===== config.mk =====
export PLATFORM = sky130hd
export DESIGN_NAME = mar_early_unit
export DESIGN_NICKNAME = d
export VERILOG_FILES = /design/src/rtl/mar_pkg.sv /design/src/rtl/mar_addr_path.sv /design/src/rtl/mar_cycle_ctl.sv /design/src/rtl/mar_early_unit.sv
export SDC_FILE = /design/constraint.sdc
export NUM_CORES = 1
export LEC_CHECK = 0
export ABC_AREA = 1
export BUFFER_PORTS_ARGS = -buffer_cell sky130_fd_sc_hd__buf_2
export CAP_MARGIN = 20
export CELL_PAD_IN_SITES_DETAIL_PLACEMENT = 1
export CELL_PAD_IN_SITES_GLOBAL_PLACEMENT = 2
export CORE_ASPECT_RATIO = 0.8
export CORE_MARGIN = 5
export CORE_UTILIZATION = 23
export CTS_CLUSTER_DIAMETER = 40
export DETAILED_ROUTE_END_ITERATION = 7
export PLACE_DENSITY = 0.88
export SLEW_MARGIN = 20
export SYNTH_ARGS = -nofsm -noshare
export SYNTH_HDL_FRONTEND = slang
export SYNTH_SLANG_ARGS = --single-unit

===== constraint.sdc =====
create_clock -name clk -period 2.1 [get_ports clk]
set_input_delay 0.105 -clock clk [delete_from_list [all_inputs] [get_ports clk]]
set_output_delay 0.105 -clock clk [all_outputs]
set_load 0.05 [all_outputs]

===== src/rtl/mar_pkg.sv =====
package mar_pkg;

    typedef enum logic [1:0] {
        CYC_IDLE     = 2'd0,
        CYC_WAIT_OUT = 2'd1,
        CYC_LOCKED   = 2'd2
    } cyc_state_e;

    typedef struct packed {
        logic start;
        logic early;
        logic type_err;
        logic out_begin;
        logic done;
    } cyc_ctl_s;

    typedef enum logic [1:0] {
        SEL_HOLD  = 2'd0,
        SEL_WRITE = 2'd1,
        SEL_EARLY = 2'd2
    } addr_sel_e;

    function automatic addr_sel_e pick_source(input logic early_ld, input logic wr_en);
        if (early_ld)   return SEL_EARLY;
        else if (wr_en) return SEL_WRITE;
        else            return SEL_HOLD;
    endfunction

    function automatic logic read_granted(input cyc_state_e st, input cyc_ctl_s c);
        return (st == CYC_IDLE) && c.start && !c.type_err;
    endfunction

endpackage


===== src/rtl/mar_addr_path.sv =====
module mar_addr_path
    import mar_pkg::*;
#(
    parameter int AW = 32
) (
    input  logic          clk,
    input  logic          rst,
    input  logic          wr_en,
    input  logic [AW-1:0] wr_data,
    input  logic          early_ld,
    input  logic [AW-1:0] rsrc_data,
    output logic [AW-1:0] addr_live,
    output logic [AW-1:0] addr_rb
);

    addr_sel_e     sel;
    logic [AW-1:0] held_q;
    logic [AW-1:0] rb_q;

    always_comb begin
        sel = pick_source(early_ld, wr_en);
        unique case (sel)
            SEL_EARLY: addr_live = rsrc_data;
            SEL_WRITE: addr_live = wr_data;
            default:   addr_live = held_q;
        endcase
    end

    always_ff @(posedge clk) begin
        if (rst) begin
            held_q <= '0;
            rb_q   <= '0;
        end else begin
            held_q <= addr_live;
            rb_q   <= held_q;
        end
    end

    assign addr_rb = rb_q;

endmodule


===== src/rtl/mar_cycle_ctl.sv =====
module mar_cycle_ctl
    import mar_pkg::*;
(
    input  logic     clk,
    input  logic     rst,
    input  cyc_ctl_s ctl,
    output logic     rd_req,
    output logic     lock
);

    cyc_state_e st_q;
    cyc_state_e st_d;
    logic       grant;

    always_comb begin
        grant = read_granted(st_q, ctl);
        st_d  = st_q;
        unique case (st_q)
            CYC_IDLE: begin
                if (grant) st_d = ctl.early ? CYC_LOCKED : CYC_WAIT_OUT;
            end
            CYC_WAIT_OUT: begin
                if (ctl.out_begin) st_d = CYC_LOCKED;
            end
            CYC_LOCKED: begin
                if (ctl.done) st_d = CYC_IDLE;
            end
            default: st_d = CYC_IDLE;
        endcase
    end

    always_ff @(posedge clk) begin
        if (rst) st_q <= CYC_IDLE;
        else     st_q <= st_d;
    end

    assign rd_req = grant;
    assign lock   = (st_q == CYC_LOCKED);

endmodule


===== src/rtl/mar_early_unit.sv =====
module mar_early_unit
    import mar_pkg::*;
#(
    parameter int AW = 32
) (
    input  logic          clk,
    input  logic          rst,
    input  logic [AW-1:0] wr_data,
    input  logic          wr_en,
    input  logic [AW-1:0] rsrc_data,
    input  logic          early_ld,
    input  logic          start_rd,
    input  logic          early_flag,
    input  logic          type_err,
    input  logic          mfo_begin,
    input  logic          mem_done,
    output logic [AW-1:0] mem_addr,
    output logic          rd_req,
    output logic [AW-1:0] rdback,
    output logic          lock
);

    cyc_ctl_s ctl;

    always_comb begin
        ctl.start     = start_rd;
        ctl.early     = early_flag;
        ctl.type_err  = type_err;
        ctl.out_begin = mfo_begin;
        ctl.done      = mem_done;
    end

    mar_addr_path #(.AW(AW)) addr_i (
        .clk       (clk),
        .rst       (rst),
        .wr_en     (wr_en),
        .wr_data   (wr_data),
        .early_ld  (early_ld),
        .rsrc_data (rsrc_data),
        .addr_live (mem_addr),
        .addr_rb   (rdback)
    );

    mar_cycle_ctl ctl_i (
        .clk    (clk),
        .rst    (rst),
        .ctl    (ctl),
        .rd_req (rd_req),
        .lock   (lock)
    );

endmodule


* Yosys cells after proc, flatten, opt, wreduce, memory -nomap -nowiden
Cells that the tools add are included.
** Operators by class
- Equality and inequality tests :: 7
- Mux-type cells :: 8
- Reduce and logical (&&, ||, !) cells :: 5
** Operators with widths (number)
- 32-bit case mux with 2 select lines :: 1
- 2-bit 2-to-1 mux :: 5
- 2-bit != test (second input constant) :: 3
- 2-bit case mux with 3 select lines :: 1
- 2-bit by 1-bit equality test with 1-bit output (second input constant) :: 2
- 2-bit equality test (second input constant) :: 2
- 3-bit AND reduction :: 1
- 1-bit logical AND :: 2
- 2-bit zero test :: 1
- 1-bit zero test :: 1
- 1-bit 2-to-1 mux :: 1
** Storage, ports and cells
- Register bits after elaboration :: 66
- Bits of input ports :: 73
- Output and inout port bits :: 66
- Logic and storage cells :: 23

* Logic depth before layout (Yosys ltp)
Gate-level depths: netlist (run 1).
- Depth after elaboration :: 5
- Gate-level depth with buffers :: 7
- Gate-level depth less buffers :: 6

* Hierarchy
A second synthesis (run 1) with hierarchy kept.
** Unflattened totals
- Cells, all modules :: 368
- Area, all modules :: 2792.7 um2
** By module, submodules not included
- mar_addr_path :: times used 1, cells an instance 344, area each 2660.1 um2, seq. area each 1281.2 um2
- mar_cycle_ctl :: times used 1, cells an instance 24, area each 132.6 um2, seq. area each 40.0 um2

* Least setup slack after synthesis (run 1)
OpenSTA, ideal clock, no wires.
- Path type :: reg-to-reg
- Start :: register ctl_i.st_q[1]
- End :: register ctl_i.st_q[1]
- Library setup time :: 0.070 ns
- Arrival :: 1.274 ns
- Data required time :: 2.030 ns
- Slack :: 0.756 ns
- Cell stages (with the launch flop) :: 5
- Path buffers :: 0
- Period minus slack after synthesis :: 1.344 ns
- Path through :: dfxtp_1 -> inv_1 -> nor2_1 -> nand2_1 -> a21oi_1
** On the way
- Elaborated cells on any way between the ends :: 10
- Classes of those cells :: eq/ne (5); mux (1); reduce/logical (4)
** RTL lines
- start: declaration :: RTL line mar_cycle_ctl.sv:11 : cyc_state_e st_q;
- start signal: assignment :: RTL line mar_cycle_ctl.sv:34 : else st_q <= st_d;
- 2-bit equality test *
- net lock :: RTL line mar_early_unit.sv:20 : output logic lock
- 2-bit != test (no source line)
- 3-bit AND reduction (no source line)
The timed path passes the listed nets; every way through them passes the cells marked *.
A chain may end at the register's enable or synchronous reset.

* Worst setup path after layout (run 1)
- Start :: input port early_ld
- End :: output port mem_addr[18]
** On the way
- Cells in the longest elaborated chain, start to end :: 3
- Elaborated cells on any way between the ends :: 4
- Classes of those cells :: eq/ne (2); mux (2)
** Ends and longest elaborated chain
- start: declaration :: RTL line mar_early_unit.sv:11 : input logic early_ld,
- 2-bit 2-to-1 mux * :: RTL line mar_pkg.sv:24 : if (early_ld) return SEL_EARLY;
- 2-bit by 1-bit equality test with 1-bit output / 2-bit equality test (equally long branches) :: RTL line mar_addr_path.sv:22 : unique case (sel)
- 32-bit case mux with 2 select lines * :: RTL line mar_addr_path.sv:22
- end: declaration :: RTL line mar_early_unit.sv:17 : output logic [AW-1:0] mem_addr,
Every way passes the cells marked *; elsewhere a longest branch is shown, timed or not.

==> results of run 1 <==
final cells by class:
class	instances	area, um2	area share
clock buffer	11	253	0.0687
clock inverter	5	52.6	0.0143
inverter	71	267	0.0724
multi-input combinational	208	845	0.230
sequential	66	1320	0.359
tap	144	180	0.0490
timing repair buffer	144	761	0.207
per-stage QoR:
stage | cell area, um2 | std cells | util | setup slack (ns)
final | 3680 | 649 | 0.340 | 0.533
after detailed placement | 3370 | 633 | 0.312 | 0.496
after floorplan | 2520 | 362 | - | 0.756
after CTS | 3680 | 649 | 0.340 | 0.491
after global routing | 3680 | 649 | 0.340 | 0.406
after global placement | 3370 | 633 | 0.312 | 0.549
state kept, by name, summed over array words and instances, names as in the netlist:
name / flops
addr_i.held_q: 32
ctl_i.st_q: 2
addr_i.addr_rb: 32
report_power, final:
group          leakage (nW)  internal (mW)  switching, mW  total [mW]
Clock                 0.151          0.976          0.524        1.50
Sequential            0.543           1.32         0.0298        1.35
Combinational          1.44          0.175          0.493       0.669
Total                  2.13           2.47           1.05        3.52
worst max-delay path, stage by stage:
cell     delay, ns
buf_2         0.23
nor2_4        0.40
buf_4         0.26
nand2_1       0.07
nand3_1       0.12
buf_2         0.28
cell usage after synthesis:
library cell | n | share of area
nor2_1 | 37 | 0.055
nand3b_1 | 1 | 0.0030
o21ai_0 | 1 | 0.0020
nand3_1 | 33 | 0.066
dfxtp_1 | 66 | 0.53
clkbuf_1 | 7 | 0.010
buf_2 | 4 | 0.0080
nor2_4 | 2 | 0.0090
a21oi_1 | 2 | 0.0040
buf_4 | 4 | 0.012
inv_1 | 70 | 0.10
buf_1 | 2 | 0.0030
nand2_1 | 132 | 0.20
inv_2 | 1 | 0.0015
cells by family (layout without fill, tap and decap cells):
group / count (synthesis) / in the layout / share of synthesized area
AO/OA/AOI/OAI: 3 / 3 / 0.00597
buffers and inverters: 88 / 231 / 0.139
flip-flops: 66 / 66 / 0.525
AND/OR/NAND/NOR: 205 / 205 / 0.330
cell usage in the layout, fill, tap and decap left out, drive strengths merged:
| cell | synthesis | final |
|---|---|---|
| o21ai | 1 | 1 |
| nor2 | 39 | 39 |
| dfxtp | 66 | 66 |
| inv | 71 | 71 |
| nand3 | 33 | 33 |
| buf | 10 | 144 |
| nand2 | 132 | 132 |
| nand3b | 1 | 1 |
| a21oi | 2 | 2 |
| clkinv | 0 | 3 |
| clkbuf | 7 | 11 |
| bufinv | 0 | 1 |
| clkinvlp | 0 | 1 |
layer usage:
metal / track usage / vias to the layer above / part of all wire
met2: 0.202 / 81 / 0.46
met5: 0 / - / 0
met3: 0.0437 / 10 / 0.078
met1: 0.150 / 1144 / 0.45
met4: 0.0345 / 0 / 0.012
li1: - / 1329 / -
final timing paths:
kind	from	end	slack [ns]	cells past startpoint
setup / recovery	early_ld	mem_addr[18]	0.53	6
hold / removal	mem_done	ctl_i.st_q[1]$_SDFFE_PP0P_	0.04	4
setup reg to reg	ctl_i.st_q[0]$_SDFFE_PP0P_	ctl_i.st_q[0]$_SDFFE_PP0P_	1.24	5
hold reg to reg	addr_i.held_q[27]$_SDFF_PP0_	addr_i.addr_rb[27]$_SDFF_PP0_	0.42	2
==> qor.yml, run 1 <==
cts-resized-gates: 0
crit_fanout: 17
grt_usage: 0.122
ys_seq_elements: 66
cp_data_arrival_time_ns: 1.46
clk_pin_slew_worst_paths_ns: 0.05
max-cap-violations: 0
p_leak_nw: 2.13
cp.required_ns: 2.00
avgSynthCellArea_um2: 6.95
cts_tree: "done"
first_pass_iters: 4
place_congestion: 0.757
grt_max_degree: 34
grt_pass1_vias: 2743
yosysWarnings: 0
hp-class: "in2reg"
slew_violations: 0
finalSetupTns_ns: 0
finalSetupViolations: 0
drt-total-wl_um: 7940
grt_pass1_wl_um: 12900
synth_seq_area_share: 0.525
cts_buffer_depth: 2
portBuffers: 138
slew_headroom: 0.598
ctsHtreeMaxLevel: 3
io_pins: 139
ant_nets: 0
outcome: "finished clean"
end_kind: "output port"
worstMarginPinSlew_ns: 0.602
cts_root_buf: "clkbuf_16"
num-nets-final: 573
min_period_over_period: 0.746
cp-start-kind: "input pin"
p_per_area_mw_per_mm2: 957
synth_nets: 435
antennaDiodeCount: 0
netlist_area_mm2: 0.00252
via_per_inst: 3.95
antenna_found_initial: 0
n_fill_cell: 1390
die_y_um: 104
synthCells: 362
worst_ir_drop_vdd_mv: 0.319
fp.dieArea_mm2: 0.0131
coreArea_mm2: 0.0108
ctsHoldBuffers: 0
die_w_um: 127
rsz0062_at_grt: "no"
area_growth_syn_to_layout_pct: 46.2
drive_gt1_frac: 0.323
drt_iter0_drc: 65
overflow: 0
drcViolationCount: 0
wl_per_cell_um: 12.2
synth.distinct_cells: 14
vias: 2564
hold_violations: 0
critical_path_class: "in2out"
cts_sinks: 66
initial_core_util: 0.233
post_cts_buffers: 0
fin_skew_ns: 0.00327
clk_latency_ns: 0.32
fin_crit_ns: 1.57
numCtsBuffers: 9
holdWs_ns: 0.0389
row_count: 34
total_power_mw: 3.52
hpwlAfterDp_um: 6170
max_clock_freq_mhz: 638
Power figures use the tool's default switching activity.
==> run 2, diff against run 1 <==
- CORE_UTILIZATION: 23 -> 22
- PLACE_DENSITY: 0.88 -> 0.85
- clock period: 2.1 -> 1.5 ns (I/O delays scaled with it)
==> run 2 against run 1 <==
Compared with the run above:
- sequential power increased by 40%
- clock skew increased by 0.0013 ns
- total power increased by 38%
- register-to-register slack lost 0.62 ns
- clock-buffer cell count down 1
- routed wire length down 1.4%
- die area is 4.1% higher
- combinational power grew 41%
- critical endpoint is now rd_req
- highest routed layer unchanged
==> qor.yml, run 2 (same netlist as run 1, synthesis figures left out) <==
outcome: "finished clean"
reg2reg_from: "ctl_i.st_q[0]$_SDFFE_PP0P_"
via_per_inst: 3.95  # about the same
n_fill_cell: 1467  # +5.5%
worstHoldPathCells: 5  # +1
initial_core_util: 0.222  # -0.0110
rsz0062_at_grt: "no"
cts-resized-gates: 0  # unchanged
row_count: 35  # +2.9%
fin_crit_ns: 1.24
drcViolationCount: 0  # unchanged
overflow: 0  # unchanged
path_cells: "inv_1 -> nand2_1 -> nor2_1 -> buf_2"
cts_sinks: 66  # unchanged
die_w_um: 130  # +2.1%
cp-start-kind: "flop"
cp.required_ns: 1.42  # -0.58 ns
hold_violations: 0  # unchanged
postPlaceCellArea_mm2: 0.00339  # +0.59%
hp-class: "in2reg"
finalSetupTns_ns: 0  # unchanged
min_period_over_period: 0.828
rr_endpoint: "ctl_i.st_q[0]$_SDFFE_PP0P_"
worstMarginPinSlew_ns: 0.277  # -0.325 ns
fp.dieArea_mm2: 0.0137  # +4.1%
max_clock_freq_mhz: 805
post_cts_buffers: 0  # unchanged
slew_headroom: 0.817  # +0.218
place_congestion: 0.726  # -4.1%
coreArea_mm2: 0.0113  # +5.0%
mostFrequentLayoutCell: "buf_2"
reg2reg_depth: 5  # unchanged
cp_data_arrival_time_ns: 1.17  # -0.29 ns
cp_slowest_stage_delay_ns: 0.31  # -0.09 ns
fin_util: 0.326  # -0.0145
finalSetupViolations: 0  # unchanged
min_from: "wr_data[24]"
critical_path_class: "reg2out"
cts_tree: "done"
grt_pass1_wl_um: 12700  # -1.8%
cts_buffer_depth: 2  # unchanged
ctsHtreeMaxLevel: 3  # unchanged
numCtsBuffers: 9  # unchanged
clk_pin_slew_worst_paths_ns: 0.06  # about the same
vias: 2589  # +0.98%
clk_latency_ns: 0.32  # about the same
cts_root_buf: "clkbuf_16"
first_pass_iters: 4  # unchanged
grt_max_degree: 33  # -2.9%
grt_usage: 0.115  # -0.00682
p_per_area_mw_per_mm2: 1320  # +38%
antennaDiodeCount: 0  # unchanged
holdPathEnd: "addr_i.held_q[24]$_SDFF_PP0_"
antenna_found_initial: 0  # unchanged
portBuffers: 138  # unchanged
p_leak_nw: 2.13  # about the same
area_growth_syn_to_layout_pct: 46.9
hpwlAfterDp_um: 6220  # +0.82%
slew_violations: 0  # unchanged
finalWorstSetupSlack_ns: 0.258  # -0.275 ns
fin_area_mm2: 0.00370  # +0.51%
cp_slowest_cell: "dfxtp_1"
mostFrequentLayoutCells: "138 x buf_2, 132 x nand2_1, 70 x inv_1, 66 x dfxtp_1, 37 x nor2_1"
max-cap-violations: 0  # unchanged
ctsHoldBuffers: 1  # +1
end_kind: "output port"
dp_slack_ns: 0.389  # -0.107 ns
worst_ir_drop_vdd_mv: 0.524  # +64%
crit_fanout: 4  # -13
drt-total-wl_um: 7830  # -1.4%
ant_nets: 0  # unchanged
die_y_um: 106  # +2.0%
drive_gt1_frac: 0.323  # +0.000699
num-nets-final: 576  # +0.52%
r2r_slack_ns: 0.62  # -0.62 ns
drt_iter0_drc: 53  # -18%
grt_pass1_vias: 2738  # -0.18%
fin_skew_ns: 0.00456  # +0.00129 ns
io_pins: 139  # unchanged
wl_per_cell_um: 12.0  # -2.3%
## run 2: cell count changes in the layout (fill, tap and decap cells not counted), sizes merged
cell	previous run	this run
dlygate4sd3	0	1
buf	144	146
clkinv	3	2
clkinvlp	1	2
clkbuf	11	10
## run 2: worst max-delay path: cells and delay by family, from the launching register on
family	cells	cell delay, ns
buffers and inverters	2	0.38
DFF	1	0.31
and+or+nand+nor	2	0.17
## run 2: worst max-delay path by stage
stage | start | end | depth (start not counted)
floorplan | ctl_i.st_q[1]$_SDFFE_PP0P_ | ctl_i.st_q[1]$_SDFFE_PP0P_ | 4
global placement | early_ld | mem_addr[22] | 6
detailed placement | early_ld | mem_addr[22] | 6
CTS | ctl_i.st_q[1]$_SDFFE_PP0P_ | rd_req | 4
global route | ctl_i.st_q[1]$_SDFFE_PP0P_ | lock | 3
finish | ctl_i.st_q[1]$_SDFFE_PP0P_ | rd_req | 4
## run 2: report_power, final
part,switching [mW],internal (mW)
Combinational,0.690,0.251
Sequential,0.0403,1.85
Clock,0.720,1.31
## run 2: cell type report
| class | count | area, um2 | area share |
|---|---|---|---|
| clock buffer | 10 | 239 | 0.0646 |
| clock inverter | 5 | 55.1 | 0.0149 |
| tap | 148 | 185 | 0.0501 |
| sequential | 66 | 1320 | 0.357 |
| multi-input combinational | 208 | 845 | 0.228 |
| timing repair buffer | 147 | 786 | 0.213 |
| inverter | 71 | 267 | 0.0721 |
## run 2: per-stage QoR
stage	cells	total power, mW	hold slack (ns)
6_report	655	4.87	0.0647
5_1_grt	655	5.12	0.0918
4_1_cts	655	4.98	0.0493
3_5_place_dp	639	2.89	0.338
3_3_place_gp	639	2.87	0.335
2_1_floorplan	362	2.59	0.239
## run 2: routing by layer
layer,wire length [um],track usage,vias to the layer above,part of all wire
met5,0,0,-,0
met1,3390,0.132,1164,0.43
met4,102,0.0356,0,0.013
met2,3680,0.201,78,0.47
li1,-,-,1338,-
met3,659,0.0410,9,0.084
==> run 3, diff against run 2 <==
- clock period: 1.5 -> 1.2 ns (I/O delays scaled with it)
==> run 3 against run 2 <==
Compared with the run above:
- global-route usage increased by 0.91 points
- cell count unchanged
- cell area is 5.0% higher
- combinational power rose by 34%
- routed wire length rose by 5.0%
- clock-buffer cell count is 3 higher
- non-clock buffer count down 1
- worst setup slack got worse by 0.18 ns
- sequential share of layout area down 1.7 points
- clock power increased by 14%
- critical path type unchanged
- largest cell class unchanged
- largest power group is now registers
==> qor.yml, run 3 (same netlist as run 1, synthesis figures left out) <==
path_cells: "nand2_1 -> nand3_2 -> buf_2"
clk_latency_ns: 0.32  # about the same
portBuffers: 138  # unchanged
slew_violations: 0  # unchanged
drt-total-wl_um: 8220  # +5.0%
row_count: 35  # unchanged
die_w_um: 130  # unchanged
mostFrequentLayoutCell: "nand2_1"
ant_nets: 0  # unchanged
reg2reg_from: "ctl_i.st_q[0]$_SDFFE_PP0P_"
fin_skew_ns: 0.00420  # -0.000363 ns
fin_util: 0.342  # +0.0162
clk_pin_slew_worst_paths_ns: 0.05  # about the same
grt_pass1_wl_um: 13600  # +7.2%
postPlaceCellArea_mm2: 0.00358  # +5.5%
crit_cells: 3  # -1
fp.dieArea_mm2: 0.0137  # unchanged
final_cells: 655  # unchanged
fin_crit_ns: 1.12
crit_fanout: 2  # -2
cpLargestDelayFamily: "flip-flops"
slew_headroom: 0.752  # -0.0643
coreArea_mm2: 0.0113  # unchanged
die_y_um: 106  # unchanged
total_power_mw: 5.94  # +22%
grt_usage: 0.125  # +0.00911
cp_slowest_cell: "dfxtp_1"
vias: 2630  # +1.6%
cts_tree: "done"
finalSetupTns_ns: 0  # unchanged
endpoint: "mem_addr[10]"
reg2reg_depth: 5  # unchanged
drt_iter0_drc: 52  # -1.9%
area_growth_syn_to_layout_pct: 54.3
io_pins: 139  # unchanged
ctsHtreeMaxLevel: 3  # unchanged
cp_data_arrival_time_ns: 1.06  # -0.11 ns
rr_endpoint: "ctl_i.st_q[0]$_SDFFE_PP0P_"
p_leak_nw: 2.27  # +6.6%
timing.critical_path.from: "addr_i.held_q[10]$_SDFF_PP0_"
max_clock_freq_mhz: 889
hold_violations: 0  # unchanged
initial_core_util: 0.222  # unchanged
cp_slowest_stage_delay_ns: 0.32  # about the same
r2r_slack_ns: 0.35  # -0.27 ns
grt_max_degree: 34  # +3.0%
grt_pass1_vias: 2780  # +1.5%
cp.required_ns: 1.14  # -0.28 ns
finalSetupViolations: 0  # unchanged
place_congestion: 0.725  # about the same
antennaDiodeCount: 0  # unchanged
cp-start-kind: "flop"
dp_cells: 638  # -0.16%
cts_sinks: 66  # unchanged
cts_root_buf: "clkbuf_16"
crit_buf_inv: 1  # -1
end_kind: "output port"
outcome: "finished clean"
max-cap-violations: 0  # unchanged
hpwlAfterDp_um: 6390  # +2.7%
n_fill_cell: 1450  # -1.2%
overflow: 0  # unchanged
via_per_inst: 4.02  # +1.6%
wl_per_cell_um: 12.6  # +5.0%
first_pass_iters: 2  # -2
worstMarginPinSlew_ns: 0.371  # +0.0945 ns
worst_ir_drop_vdd_mv: 0.581  # +11%
rsz0062_at_grt: "no"
min_period_over_period: 0.937
num-nets-final: 575  # -0.17%
drcViolationCount: 0  # unchanged
antenna_found_initial: 0  # unchanged
mostFrequentLayoutCells: "132 x nand2_1, 129 x buf_2, 69 x inv_1, 65 x dfxtp_1, 35 x nor2_1"
fin_area_mm2: 0.00388  # +5.0%
numCtsBuffers: 9  # unchanged
cts_buffer_depth: 2  # unchanged
p_per_area_mw_per_mm2: 1530  # +16%
critical_path_class: "reg2out"
hp-class: "in2reg"
drive_gt1_frac: 0.385  # +0.0611
run 3: changes by cell type in the layout (fill, tap and decap cells not counted), sizes merged:
cell	delta
buf	-7
clkinv	+1
clkbuf	+9
bufinv	-1
clkinvlp	-2
run 3: timing repair:
item	CTS	global route
endpoints found under the hold margin	1	0
hold buffers	1	0
gates resized for setup	1	12
setup endpoints to repair	1	8
pin swaps	0	0
setup buffers	0	0
run 3: per-layer routing:
layer,vias to the layer above,GRT usage,wire [um]
li1,1330,-,-
met1,1221,0.147,3510
met2,74,0.212,4010
met3,5,0.0451,640
met4,0,0.0334,60
met5,-,0,0
run 3: area by class of cell:
cell class              instances  area, um2  share of cell area
repair buffers                146        842               0.217
well taps                     148        185              0.0477
clock inverters                 3       15.0             0.00387
inverters                      71        267              0.0687
multi-input cells             208       1000               0.258
clock buffers                  13        250              0.0645
flip-flops and latches         66       1320               0.341
run 3: stage by stage:
step           setup WS, ns  hold slack, ns
6_report             0.0751          0.0402
5_1_grt             0.00338          0.0465
4_1_cts             0.00350          0.0278
3_5_place_dp          0.105           0.326
3_3_place_gp          0.138           0.325
2_1_floorplan        0.0365           0.224
run 3: worst reg2reg max path: stages, from the launching register on:
cell,delay [ns]
dfxtp_2,0.36
inv_1,0.05
nand2_1,0.09
nor2_1,0.05
a21oi_1,0.11
nor2_1,0.05
run 3: power by group:
group | leakage, nW | switching (mW) | internal, mW
clock | 0.133 | 0.867 | 1.44
combinational | 1.60 | 0.898 | 0.363
sequential | 0.543 | 0.0517 | 2.32
total | 2.27 | 1.82 | 4.12
run 3: worst min-delay path by stage:
stage,startpoint,end,slack [ns],cells past startpoint
floorplan,mem_done,ctl_i.st_q[1]$_SDFFE_PP0P_,0.22,3
global placement,mem_done,ctl_i.st_q[1]$_SDFFE_PP0P_,0.33,4
detailed placement,mem_done,ctl_i.st_q[1]$_SDFFE_PP0P_,0.33,4
CTS,wr_data[23],addr_i.held_q[23]$_SDFF_PP0_,0.03,5
global route,wr_data[31],addr_i.held_q[31]$_SDFF_PP0_,0.05,5
finish,wr_data[30],addr_i.held_q[30]$_SDFF_PP0_,0.04,5
